[src/rtl/sram_ctrl_pkg.sv]
// Shared types and helpers for the SRAM strobe sequencer.
// Assumes every time parameter is given in picoseconds and is non-negative.
package sram_ctrl_pkg;

    // Sequencer states: idle, write-to-read gap, write before driving,
    // write with data driven, read access.
    typedef enum logic [2:0] {
        ST_IDLE,
        ST_TURN,
        ST_WR_WAIT,
        ST_WR_DRIVE,
        ST_RD_ACC
    } seq_state_t;

    // Whole clock cycles needed to cover t_ps, rounded up, never below one.
    function automatic int cyc_ceil(input int t_ps, input int clk_ps);
        int c;
        c = (t_ps + clk_ps - 1) / clk_ps;
        if (c < 1) begin
            c = 1;
        end
        return c;
    endfunction

    // Larger of two integers.
    function automatic int imax(input int a, input int b);
        return (a > b) ? a : b;
    endfunction

endpackage

[src/rtl/sram_req_latch.sv]
// Request holding register: keeps address and write byte of the accepted
// request on the memory pins until the next request is accepted.
// Assumes accept is only high while the sequencer is idle, so the address
// never moves while chip select is low.
module sram_req_latch #(
    parameter int AW     = 15,
    parameter int DATA_W = 8
) (
    input  logic              clk,
    input  logic              rst_n,
    input  logic              accept,
    input  logic [AW-1:0]     req_addr,
    input  logic [DATA_W-1:0] req_wdata,
    output logic [AW-1:0]     op_addr,
    output logic [DATA_W-1:0] op_wdata
);

    // Capture address and data of an accepted request.
    always_ff @(posedge clk) begin
        if (!rst_n) begin
            op_addr  <= '0;
            op_wdata <= '0;
        end else if (accept) begin
            op_addr  <= req_addr;
            op_wdata <= req_wdata;
        end
    end

endmodule

[src/rtl/sram_bus_guard.sv]
// Bus turnaround guard: counts the cycles output enable has been high and
// reports when the memory has surely released the shared bus.
// Assumes oe_n is the registered strobe that drives the memory pin.
module sram_bus_guard #(
    parameter int HZ_CYC = 2
) (
    input  logic clk,
    input  logic rst_n,
    input  logic oe_n,
    output logic bus_quiet
);

    localparam int CW = $clog2(HZ_CYC + 1) + 1;

    logic [CW-1:0] hi_cnt_q;

    // Saturating count of edges seen with output enable high.
    always_ff @(posedge clk) begin
        if (!rst_n) begin
            hi_cnt_q <= CW'(HZ_CYC);
        end else if (!oe_n) begin
            hi_cnt_q <= '0;
        end else if (int'(hi_cnt_q) < HZ_CYC) begin
            hi_cnt_q <= hi_cnt_q + CW'(1);
        end
    end

    // Quiet when the edge now coming completes HZ_CYC high cycles.
    assign bus_quiet = oe_n && (int'(hi_cnt_q) >= HZ_CYC - 1);

endmodule

[src/rtl/sram_strobe_fsm.sv]
// Strobe sequencer: walks each access through its states, counts the
// pulse and access windows and registers every strobe so the memory sees
// glitch-free edges.
// Assumes op_we is valid on the accepting edge and bus_quiet comes from the
// turnaround guard watching this block's own output enable.
module sram_strobe_fsm
    import sram_ctrl_pkg::*;
#(
    parameter int WP_CYC = 4,
    parameter int DS_CYC = 2,
    parameter int RD_CYC = 4
) (
    input  logic clk,
    input  logic rst_n,
    input  logic accept,
    input  logic op_we,
    input  logic bus_quiet,
    output logic idle,
    output logic cs_n,
    output logic we_n,
    output logic oe_n,
    output logic dq_oe,
    output logic capture
);

    localparam int CNT_MAX = imax(imax(WP_CYC, DS_CYC), RD_CYC);
    localparam int CW      = $clog2(CNT_MAX + 1) + 1;

    seq_state_t    state_q, state_d;
    logic [CW-1:0] cnt_q, cnt_d;
    logic [CW-1:0] dcnt_q, dcnt_d;
    logic          last_wr_q, last_wr_d;
    logic          cnt_sat;
    logic          wr_done;
    logic          rd_done;

    // Window conditions evaluated on the current edge.
    assign cnt_sat = (int'(cnt_q) >= CNT_MAX);
    assign wr_done = (int'(cnt_q) >= WP_CYC) && (int'(dcnt_q) >= DS_CYC);
    assign rd_done = (int'(cnt_q) >= RD_CYC);

    // Next-state and counter logic for every access kind.
    always_comb begin
        state_d   = state_q;
        cnt_d     = cnt_q;
        dcnt_d    = dcnt_q;
        last_wr_d = last_wr_q;
        unique case (state_q)
            ST_IDLE: begin
                if (accept) begin
                    cnt_d  = CW'(1);
                    dcnt_d = '0;
                    if (op_we) begin
                        state_d = ST_WR_WAIT;
                    end else if (last_wr_q) begin
                        state_d = ST_TURN;
                    end else begin
                        state_d = ST_RD_ACC;
                    end
                end
            end
            ST_TURN: begin
                state_d = ST_RD_ACC;
                cnt_d   = CW'(1);
            end
            ST_WR_WAIT: begin
                if (!cnt_sat) begin
                    cnt_d = cnt_q + CW'(1);
                end
                if (bus_quiet) begin
                    state_d = ST_WR_DRIVE;
                    dcnt_d  = CW'(1);
                end
            end
            ST_WR_DRIVE: begin
                if (wr_done) begin
                    state_d   = ST_IDLE;
                    last_wr_d = 1'b1;
                end else begin
                    if (!cnt_sat) begin
                        cnt_d = cnt_q + CW'(1);
                    end
                    if (int'(dcnt_q) < CNT_MAX) begin
                        dcnt_d = dcnt_q + CW'(1);
                    end
                end
            end
            ST_RD_ACC: begin
                if (rd_done) begin
                    state_d   = ST_IDLE;
                    last_wr_d = 1'b0;
                end else begin
                    cnt_d = cnt_q + CW'(1);
                end
            end
            default: begin
                state_d = ST_IDLE;
            end
        endcase
    end

    // State and counter registers.
    always_ff @(posedge clk) begin
        if (!rst_n) begin
            state_q   <= ST_IDLE;
            cnt_q     <= '0;
            dcnt_q    <= '0;
            last_wr_q <= 1'b0;
        end else begin
            state_q   <= state_d;
            cnt_q     <= cnt_d;
            dcnt_q    <= dcnt_d;
            last_wr_q <= last_wr_d;
        end
    end

    // Strobes registered from the next state so each pin has one flop.
    always_ff @(posedge clk) begin
        if (!rst_n) begin
            cs_n  <= 1'b1;
            we_n  <= 1'b1;
            oe_n  <= 1'b1;
            dq_oe <= 1'b0;
        end else begin
            cs_n  <= !(state_d == ST_WR_WAIT || state_d == ST_WR_DRIVE ||
                       state_d == ST_RD_ACC);
            we_n  <= !(state_d == ST_WR_WAIT || state_d == ST_WR_DRIVE);
            oe_n  <= !(state_d == ST_RD_ACC);
            dq_oe <= (state_d == ST_WR_DRIVE);
        end
    end

    // Idle flag and read-sample strobe for the top level.
    assign idle    = (state_q == ST_IDLE);
    assign capture = (state_q == ST_RD_ACC) && rd_done;

endmodule

[src/rtl/sram_strobe_ctrl.sv]
// Top of the asynchronous SRAM strobe sequencer. Takes one request at a
// time over a valid/ready port, drives the memory strobes, the address and
// the bus driver enable, and returns read bytes with a one-cycle pulse.
// Assumes the pad ring joins mem_dq_out / mem_dq_oe / mem_dq_in into one
// tri-state bus, and that the time parameters suit the fitted speed grade.
module sram_strobe_ctrl
    import sram_ctrl_pkg::*;
#(
    parameter int AW      = 15,
    parameter int DATA_W  = 8,
    parameter int CLK_PS  = 2500,
    parameter int T_WP_PS = 8000,
    parameter int T_DW_PS = 5000,
    parameter int T_AA_PS = 10000,
    parameter int T_RC_PS = 10000,
    parameter int T_HZ_PS = 5000
) (
    input  logic              clk,
    input  logic              rst_n,
    input  logic              req_valid,
    output logic              req_ready,
    input  logic [AW-1:0]     req_addr,
    input  logic              req_we,
    input  logic [DATA_W-1:0] req_wdata,
    output logic              rd_valid,
    output logic [DATA_W-1:0] rd_data,
    output logic [AW-1:0]     mem_addr,
    output logic              mem_cs_n,
    output logic              mem_we_n,
    output logic              mem_oe_n,
    output logic [DATA_W-1:0] mem_dq_out,
    output logic              mem_dq_oe,
    input  logic [DATA_W-1:0] mem_dq_in
);

    localparam int WP_CYC = cyc_ceil(T_WP_PS, CLK_PS);
    localparam int DS_CYC = cyc_ceil(T_DW_PS, CLK_PS);
    localparam int RD_CYC = imax(cyc_ceil(T_AA_PS, CLK_PS), cyc_ceil(T_RC_PS, CLK_PS));
    localparam int HZ_CYC = cyc_ceil(T_HZ_PS, CLK_PS);

    logic idle;
    logic accept;
    logic bus_quiet;
    logic capture;

    assign req_ready = idle;
    assign accept    = req_valid && idle;

    sram_req_latch #(
        .AW     (AW),
        .DATA_W (DATA_W)
    ) u_latch (
        .clk       (clk),
        .rst_n     (rst_n),
        .accept    (accept),
        .req_addr  (req_addr),
        .req_wdata (req_wdata),
        .op_addr   (mem_addr),
        .op_wdata  (mem_dq_out)
    );

    sram_bus_guard #(
        .HZ_CYC (HZ_CYC)
    ) u_guard (
        .clk       (clk),
        .rst_n     (rst_n),
        .oe_n      (mem_oe_n),
        .bus_quiet (bus_quiet)
    );

    sram_strobe_fsm #(
        .WP_CYC (WP_CYC),
        .DS_CYC (DS_CYC),
        .RD_CYC (RD_CYC)
    ) u_fsm (
        .clk       (clk),
        .rst_n     (rst_n),
        .accept    (accept),
        .op_we     (req_we),
        .bus_quiet (bus_quiet),
        .idle      (idle),
        .cs_n      (mem_cs_n),
        .we_n      (mem_we_n),
        .oe_n      (mem_oe_n),
        .dq_oe     (mem_dq_oe),
        .capture   (capture)
    );

    // Sample the bus at the end of the access window and flag it.
    always_ff @(posedge clk) begin
        if (!rst_n) begin
            rd_valid <= 1'b0;
            rd_data  <= '0;
        end else begin
            rd_valid <= capture;
            if (capture) begin
                rd_data <= mem_dq_in;
            end
        end
    end

endmodule

[config.mk]
export PLATFORM = sky130hd
export DESIGN_NAME = sram_strobe_ctrl
export DESIGN_NICKNAME = d
export VERILOG_FILES = /design/src/rtl/sram_ctrl_pkg.sv /design/src/rtl/sram_req_latch.sv /design/src/rtl/sram_bus_guard.sv /design/src/rtl/sram_strobe_fsm.sv /design/src/rtl/sram_strobe_ctrl.sv
export SDC_FILE = /design/constraint.sdc
export NUM_CORES = 1
export LEC_CHECK = 0
export ABC_AREA = 1
export BUFFER_PORTS_ARGS = -buffer_cell sky130_fd_sc_hd__buf_4
export CAP_MARGIN = 5
export CORE_MARGIN = 2
export CORE_UTILIZATION = 50
export CTS_BUF_LIST = sky130_fd_sc_hd__clkbuf_8 sky130_fd_sc_hd__clkbuf_16
export CTS_CLUSTER_SIZE = 20
export DETAILED_ROUTE_END_ITERATION = 10
export HOLD_SLACK_MARGIN = 0.08
export PLACE_DENSITY = 0.86
export SETUP_SLACK_MARGIN = 0.2
export SLEW_MARGIN = 20
export SYNTH_ARGS = -nofsm -noshare
export SYNTH_HDL_FRONTEND = slang
export SYNTH_SLANG_ARGS = --single-unit
[constraint.sdc]
create_clock -name clk -period 3.45 [get_ports clk]
set_input_delay 0.1725 -clock clk [delete_from_list [all_inputs] [get_ports clk]]
set_output_delay 0.1725 -clock clk [all_outputs]
set_load 0.05 [all_outputs]
After elaboration in Yosys (flattened, before gate mapping) --
Cells that the tools add are included.
Cells by class: $add $sub $neg 3, $lt $le $gt $ge 5, equality and inequality tests 14, muxes and demuxes 21, reductions and logical operators 18
Operators by type and width (count):
- $mux W4 | 7
- $mux W3 | 6
- $pmux W4 S4 | 1
- $pmux W3 S5 | 1
- $eq A3 B2 Y1 const B | 4
- $pmux W4 S3 | 1
- $add A4 B1 Y4 const B | 2
- $ne A2 B1 Y1 const B | 4
- $eq A3 B3 Y1 const B | 2
- $ne A2 B2 Y1 const B | 3
- $reduce_and A3 Y1 | 2
- $reduce_and A5 Y1 | 1
- $ge A4 B2 Y1 const B | 1
- $ge A4 B3 Y1 const B | 1
- $logic_and A1 B1 Y1 | 4
- $lt A4 B3 Y1 const B | 1
- $mux W2 | 2
- $reduce_bool A4 Y1 | 1
- $add A3 B1 Y3 const B | 1
- $eq A3 B1 Y1 const B | 1
- $ge A3 B1 Y1 const B | 1
- $logic_not A1 Y1 | 3
- $logic_not A3 Y1 | 1
- $lt A3 B2 Y1 const B | 1
- other kinds (7) | 9
Word-level totals: register bits after elaboration 51, input bits 35, output and inout port bits 37, logic and storage cells 75

Depth between registers and ports, before layout --
Gate-level depths: netlist of the first run.
word-level depth 8, mapped depth 10

Hierarchy --
From an unflattened synthesis of the first run, not the netlist that was laid out.
Second synthesis, totals: cells, all modules 331, area total of the unflattened synthesis 2285.9 um^2
By module, submodules not included:
- sram_req_latch | instances 1, cells each 145, area each 958.4 um^2, seq. area each 460.4 um^2
- sram_strobe_fsm | instances 1, cells each 110, area each 797.0 um^2, seq. area each 320.3 um^2
- sram_strobe_ctrl | instances 1, cells each 56, area each 382.9 um^2, seq. area each 180.2 um^2
- sram_bus_guard | instances 1, cells each 20, area each 147.6 um^2, seq. area each 60.1 um^2

Least setup slack after synthesis of the first run --
OpenSTA, ideal clock, no wires.
path kind register to register, from reg u_fsm.state_q[1], to reg u_latch.op_addr[1], setup time 132 ps, arrival time 1526 ps, required time 3318 ps, slack 1791 ps, stages on the path, launching flop included 8, buffers on the path 1, cell sequence dfxtp_1 -> nor2_4 -> inv_2 -> nor2_2 -> nand2_2 -> buf_2 -> nand2_1 -> a21oi_1
Between the ends: word-level cells in the longest chain between the ends 2
Ends and longest elaborated chain:
- start, declared | line sram_strobe_fsm.sv:29 | seq_state_t state_q, state_d;
- start signal, assigned | line sram_strobe_fsm.sv:110 | state_q <= state_d;
- $logic_not A3 Y1 | line sram_strobe_fsm.sv:134 | assign idle = (state_q == ST_IDLE);
- named net req_ready | line sram_strobe_ctrl.sv:21 | output logic req_ready,
- $logic_and A1 B1 Y1 | line sram_strobe_ctrl.sv:47 | assign accept = req_valid && idle;
- end signal, assigned | line sram_req_latch.sv:24 | op_addr <= req_addr;
- end, declared | line sram_req_latch.sv:14 | output logic [AW-1:0] op_addr,
The timed path passes the listed nets, and every way through them passes these cells. A chain may end at the register's enable or synchronous reset.

Worst setup path in the final report of the first run --
from reg u_fsm.state_q[1], to reg u_fsm.cs_n
Between the ends: word-level cells in the longest chain between the ends 8, elaborated cells between the ends (all ways) 17, classes of those cells eq/ne (7); mux (5); reduce/logical (5)
Ends and longest elaborated chain:
- $logic_not A3 Y1 | line sram_strobe_fsm.sv:48, sram_strobe_fsm.sv:134
- $logic_and A1 B1 Y1 | line sram_strobe_ctrl.sv:47
- $mux W3 | line sram_strobe_fsm.sv:50 | if (accept) begin
- $pmux W3 S5 * | line sram_strobe_fsm.sv:48 | unique case (state_q)
- $eq A3 B2 Y1 | line sram_strobe_fsm.sv:125 | cs_n <= !(state_d == ST_WR_WAIT || state_d == ST_WR_DRIVE ||
- $logic_or A1 B1 Y1 | line sram_strobe_fsm.sv:125
- $logic_or A1 B1 Y1 * | line sram_strobe_fsm.sv:125
- $logic_not A1 Y1 * | line sram_strobe_fsm.sv:125
- end signal, assigned | line sram_strobe_fsm.sv:125
- end, declared | line sram_strobe_fsm.sv:19 | output logic cs_n,
Every way passes the cells marked *; elsewhere a longest branch is shown, timed or not.

==> results of run 1 <==
## routing by layer
metal,global-route usage,part of all wire,up-vias
met4,0.0763,0.016,0
met5,0,0,-
met3,0.0424,0.061,10
met2,0.376,0.49,58
met1,0.244,0.43,889
li1,-,-,1006
## sequential cells by signal, summed over array words and instances, names as in the netlist, 3 cells and up
signal and flops:
u_fsm.cnt_q 4, u_fsm.dcnt_q 4, u_latch.op_addr 15, rd_data 8
u_guard.hi_cnt_q 3, u_fsm.state_q 3, u_latch.op_wdata 8
## synthesized netlist by cell type (2+ instances only)
cell and instances:
buf_2 3, o21ai_0 5, dfxtp_1 51, clkbuf_1 5, nor2_1 17, nor2_2 3, inv_2 2, nand3_1 17
nand2_2 4, a21oi_1 38, buf_6 2, ha_1 5, nand2_1 81, nand3_2 4, inv_1 20
## power by group through the flow
stage          logic [mW]  registers [mW]  clock network (mW)
4_1_cts             0.382           0.661               0.417
6_report            0.379           0.661               0.412
3_5_place_dp        0.379           0.675                   0
3_3_place_gp        0.370           0.673                   0
2_1_floorplan       0.170           0.775                   0
5_1_grt             0.412           0.668               0.441
## worst min-delay path: stages
cell and delay (ns):
buf_4 0.11, nand2_1 0.05, a21oi_1 0.05
## final timing paths
kind / startpoint / end / slack, ns / cells past startpoint
worst max register to register: u_fsm.state_q[1] / u_fsm.cs_n / 1.60 / 8
worst min-delay path: req_addr[10] / u_latch.op_addr[10] / 0.11 / 3
worst min register to register: u_fsm.cnt_q[2] / u_fsm.cnt_q[2] / 0.46 / 2
worst max-delay path: u_fsm.state_q[1] / u_fsm.cs_n / 1.60 / 8
## cell families after synthesis
kind of cell,synth area share
xor gates and xnor gates,0.00414
adders and majority gates,0.0295
DFF,0.482
buffers and inverters,0.0750
AOI/OAI and AO/OA,0.119
and+or+nand+nor,0.290
## per-stage QoR
step / setup WS [ns] / hold WS [ns] / instances
2_1_floorplan: 1.79 / 0.315 / 272
3_3_place_gp: 1.67 / 0.407 / 382
3_5_place_dp: 1.59 / 0.425 / 382
4_1_cts: 1.57 / 0.109 / 390
5_1_grt: 1.40 / 0.119 / 390
6_report: 1.60 / 0.114 / 390
## cell type report
| class | count | area [µm²] | share of cell area |
|---|---|---|---|
| multi-input combinational | 187 | 938 | 0.340 |
| inverter | 23 | 88.8 | 0.0322 |
| clock buffer | 5 | 68.8 | 0.0250 |
| timing repair buffer | 71 | 533 | 0.193 |
| sequential | 51 | 1020 | 0.370 |
| tap | 50 | 62.6 | 0.0227 |
| clock inverter | 3 | 43.8 | 0.0159 |
==> impl_metrics.py, run 1 <==
metrics = {
    "sta": {
        "fin_crit_sh": 0.536,
        "finalCriticalPeriod_ns": 1.85,
        "hold_viol": 0,
        "setup_tns_ns": 0,
        "fmax_mhz": 541,
        "slew_headroom": 0.389,
        "fin_skew_ns": 0.00583,
        "drv_slew": 0,
        "setup_viol": 0,
        "tightest_slew_ns": 0.913,
        "rsz0062_at_grt": "false",
    },
    "worst_setup_path": {
        "crit_top_cell": "nand2_1",
        "worstPathCellList": "nor2_4 > inv_2 > nor3_4 > nand2_1 > nand3_1 > nand2_1 > inv_1 > nor2_1",
        "path_max_fanout": 25,
        "path_delay_family": "simple AND/OR/NAND/NOR gates",
        "critPathCaptureType": "register",
        "crit_required_ns": 3.66,
        "crit_buf_inv": 2,
        "start_kind": "register",
        "path_class": "register to register",
        "cp_slowest_cell": "nor3_4",
        "cp.arrival_ns": 2.06,
        "slowest_delay_ns": 0.69,
    },
    "final_layout": {
        "layout-drive-gt1-share": 0.294,
        "fin_nets": 379,
        "final_util": 0.684,
        "mostFrequentLayoutCells": "nand2_1, buf_4, dfxtp_1, a21oi_1, inv_1",
        "fillerInstances": 337,
        "antenna_cells": 0,
        "final_common_cell": "nand2_1",
        "area_growth_pct": 30.1,
        "final_area_um2": 2760,
    },
    "logic_synthesis": {
        "synth_edf_count": 0,
        "yosys_warnings": 0,
        "ys_ff_latch": 51,
        "yosysSeqAreaShare": 0.482,
        "yosysTopAreaCellShare": 0.482,
        "syn_area_um2": 2120,
        "avgSynthCellArea_um2": 7.79,
        "synth_ff_type": "dfxtp_1",
        "synth_cells": 272,
        "synth_area_leader_cell": "dfxtp_1",
        "synth_cell_types": 30,
        "synth_nets": 312,
        "synthTopCellsByArea": "dfxtp_1, nand2_1, a21oi_1",
        "ys_async_sr_fraction": 0,
    },
    "clock_network": {
        "ctsHoldBuffers": 0,
        "cts_num_sinks": 51,
        "cts_buffers": 5,
        "root_buffer": "clkbuf_8",
        "h-tree-depth": 2,
        "clk_latency_ns": 0.30,
        "post_cts_buffers": 0,
        "clockBufferDepth": 2,
        "cts_resized": 0,
        "cts_tree": "done",
        "clk_pin_slew_ns": 0.09,
    },
    "run": {
        "cap_violations": 0,
    },
    "global_routing": {
        "grtUsageTotal": 0.209,
        "grt_pass1_wl_mm": 8.31,
        "grt_pass1_vias": 1955,
        "antenna_found_initial": 0,
        "grt-ovfl-total": 0,
        "grt_max_degree": 41,
    },
    "drt": {
        "vias": 1963,
        "ant_nets": 0,
        "drcViolationCount": 0,
        "drt_iter0_drc": 141,
        "finalWirelength_mm": 4.83,
        "drt-pass1-iter-count": 4,
        "wire_per_inst_um": 12.4,
        "viasPerCell": 5.03,
    },
    "floorplanning": {
        "die_area_um2": 4770,
        "core_um2": 4030,
        "num_rows": 23,
        "fp.dieW_um": 69.1,
        "die_y_um": 69.1,
        "initial_core_util": 0.526,
        "ios": 72,
    },
    "pwr": {
        "clockPowerShare": 0.284,
        "power_frac_comb": 0.261,
        "p_sw_frac": 0.332,
        "p_leak_nw": 1.27,
        "p_total_mw": 1.45,
        "seqPwrFrac": 0.455,
        "p_int_mw": 0.970,
        "p_sw_mw": 0.483,
        "vdd.ir_drop.worst_v": 0.000284,
        "power_density_nw_per_um2": 527,
    },
    "outcome": {
        "outcome": "finished clean",
    },
    "placement": {
        "numPortBuffers": 71,
        "gp_congestion": 0.866,
        "dp_hpwl_mm": 3.50,
        "placedInstanceArea_um2": 2640,
    },
    "hold_path": {
        "hp-class": "primary input to register",
    },
}
Power figures use the tool's default switching activity.
==> run 2, diff against run 1 <==
CORE_UTILIZATION = 49   (was 50)
PLACE_DENSITY = 0.84   (was 0.86)
clock period = 1.92 ns   (was 3.45 ns; I/O delays follow)
==> run 2 against run 1 <==
  * Sequential share of layout area shrank 4.1 points
  * Combinational power grew 100%
  * Die area grew 1.9%
  * Clock power grew 59%
  * Power grew 79%
  * Final cell count grew 8.7%
  * First-iteration DRC count grew 2.8%
  * Utilization grew 7.5 points
  * Fmax grew 21%
  * Global-route usage grew 3.3 points
  * Critical path depth shrank 1
  * Critical endpoint is now u_fsm.state_q[0]
==> impl_metrics.py, run 2 (synthesized netlist as in run 1, its figures left out) <==
metrics = {
    "sta": {
        "drv_slew": 0,
        "layout_setup_ws_ns": 0.387,
        "fin_crit_sh": 0.799,
        "hold_viol": 0,
        "finalCriticalPeriod_ns": 1.53,
        "rsz0062_at_grt": "false",
        "setup_viol": 0,
        "slew_headroom": 0.675,
        "setup_tns_ns": 0,
        "tightest_slew_ns": 0.486,
        "fmax_mhz": 652,
        "fin_skew_ns": 0.0109,
    },
    "hold_path": {
        "hp-class": "primary input to register",
    },
    "worst_setup_path": {
        "path_max_fanout": 24,
        "critPathCaptureType": "register",
        "start_kind": "register",
        "cp.arrival_ns": 1.79,
        "path_class": "register to register",
        "crit_required_ns": 2.18,
    },
    "global_routing": {
        "grtUsageTotal": 0.242,
        "grt_max_degree": 28,
        "grt_pass1_vias": 2144,
        "grt_pass1_wl_mm": 9.57,
        "antenna_found_initial": 0,
        "grt-ovfl-total": 0,
    },
    "floorplanning": {
        "num_rows": 23,
        "core_um2": 4090,
        "ios": 72,
        "die_y_um": 69.8,
        "die_area_um2": 4870,
        "fp.dieW_um": 69.8,
        "initial_core_util": 0.518,
    },
    "drt": {
        "ant_nets": 0,
        "wire_per_inst_um": 13.4,
        "drcViolationCount": 0,
        "finalWirelength_mm": 5.68,
        "dr_wl_met2_mm": 2.91,
        "wl_met3_um": 336,
        "vias": 2146,
        "viasPerCell": 5.06,
        "top_layer_used": "met4",
        "drt-pass1-iter-count": 4,
        "drt_iter0_drc": 145,
        "met1_length_mm": 2.36,
    },
    "placement": {
        "placedInstanceArea_um2": 2680,
        "dp_hpwl_mm": 3.61,
        "post-place-ws_ns": 0.406,
        "numPortBuffers": 71,
        "placedCellCount": 384,
        "gp_congestion": 0.835,
    },
    "run": {
        "cap_violations": 0,
    },
    "outcome": {
        "outcome": "finished clean",
    },
    "final_layout": {
        "reg_top3": "u_latch.op_addr: 15 flops, rd_data: 8 flops, u_latch.op_wdata: 8 flops",
        "largest_reg_flops": 15,
        "antenna_cells": 0,
        "final_cell_count_no_fill": 424,
        "area_growth_pct": 46.5,
        "final_area_um2": 3100,
        "layout-drive-gt1-share": 0.270,
        "fillerInstances": 297,
        "final_common_cell": "nand2_1",
        "top_register": "u_latch.op_addr",
        "fin_nets": 413,
        "mostFrequentLayoutCells": "nand2_1, buf_4, dfxtp_1, a21oi_1, dlygate4sd3_1",
    },
    "clock_network": {
        "cts_resized": 0,
        "post_cts_buffers": 0,
        "cts_buffers": 5,
        "root_buffer": "clkbuf_8",
        "cts_num_sinks": 51,
        "cts_tree": "done",
        "clk_latency_ns": 0.31,
        "ctsHoldBuffers": 32,
        "clockBufferDepth": 2,
        "clk_pin_slew_ns": 0.09,
        "h-tree-depth": 2,
    },
    "pwr": {
        "p_total_mw": 2.61,
        "p_leak_nw": 1.42,
        "vdd.ir_drop.worst_v": 0.000599,
        "power_density_nw_per_um2": 840,
    },
}
[run 2: changes by cell type in the layout (fill, tap and decap cells not counted)]
cell,change
inv_1,+1
buf_12,+2
clkbuf_8,+1
bufinv_16,-1
clkinv_2,-1
clkinvlp_4,+1
inv_2,-1
dlygate4sd3_1,+32
[run 2: metrics by stage]
stage               utilization  hold slack, ns
floorplan                     -           0.239
global placement          0.657           0.332
detailed placement        0.657           0.341
CTS                       0.759          0.0987
global route              0.759           0.101
finish                    0.759           0.111
[run 2: final timing paths]
| check | end | cells after the start | start | slack [ns] |
|---|---|---|---|---|
| max | u_fsm.state_q[0] | 7 | u_fsm.state_q[1] | 0.39 |
| min | u_fsm.we_n | 4 | req_we | 0.11 |
| max reg2reg | u_fsm.state_q[0] | 7 | u_fsm.state_q[1] | 0.39 |
| min reg2reg | u_fsm.dcnt_q[3] | 2 | u_fsm.dcnt_q[3] | 0.45 |
[run 2: critical path: stages (launching register included)]
cell	delay, ns
dfxtp_1	0.39
nor2_4	0.19
inv_2	0.07
nor2_2	0.13
nand2_2	0.32
nor3_1	0.23
o21ai_0	0.10
inv_1	0.06
[run 2: metal layers]
| layer | global-route usage | vias to the layer above |
|---|---|---|
| met3 | 0.0625 | 9 |
| met1 | 0.289 | 988 |
| li1 | - | 1074 |
| met5 | 0 | - |
| met4 | 0.0769 | 0 |
| met2 | 0.425 | 75 |
[run 2: area by class of cell]
class                   instances  area [µm²]  share of cell area
clock buffers                   6        82.6              0.0266
clock inverters                 2        16.3             0.00524
inverters                      23        88.8              0.0286
multi-input cells             187         938               0.302
flip-flops and latches         51        1020               0.329
well taps                      50        62.6              0.0202
repair buffers                105         893               0.288
[run 2: power by group]
group / internal [mW] / switching, mW
Combinational: 0.279 / 0.481
Clock: 0.295 / 0.361
Sequential: 1.13 / 0.0579
Total: 1.71 / 0.900
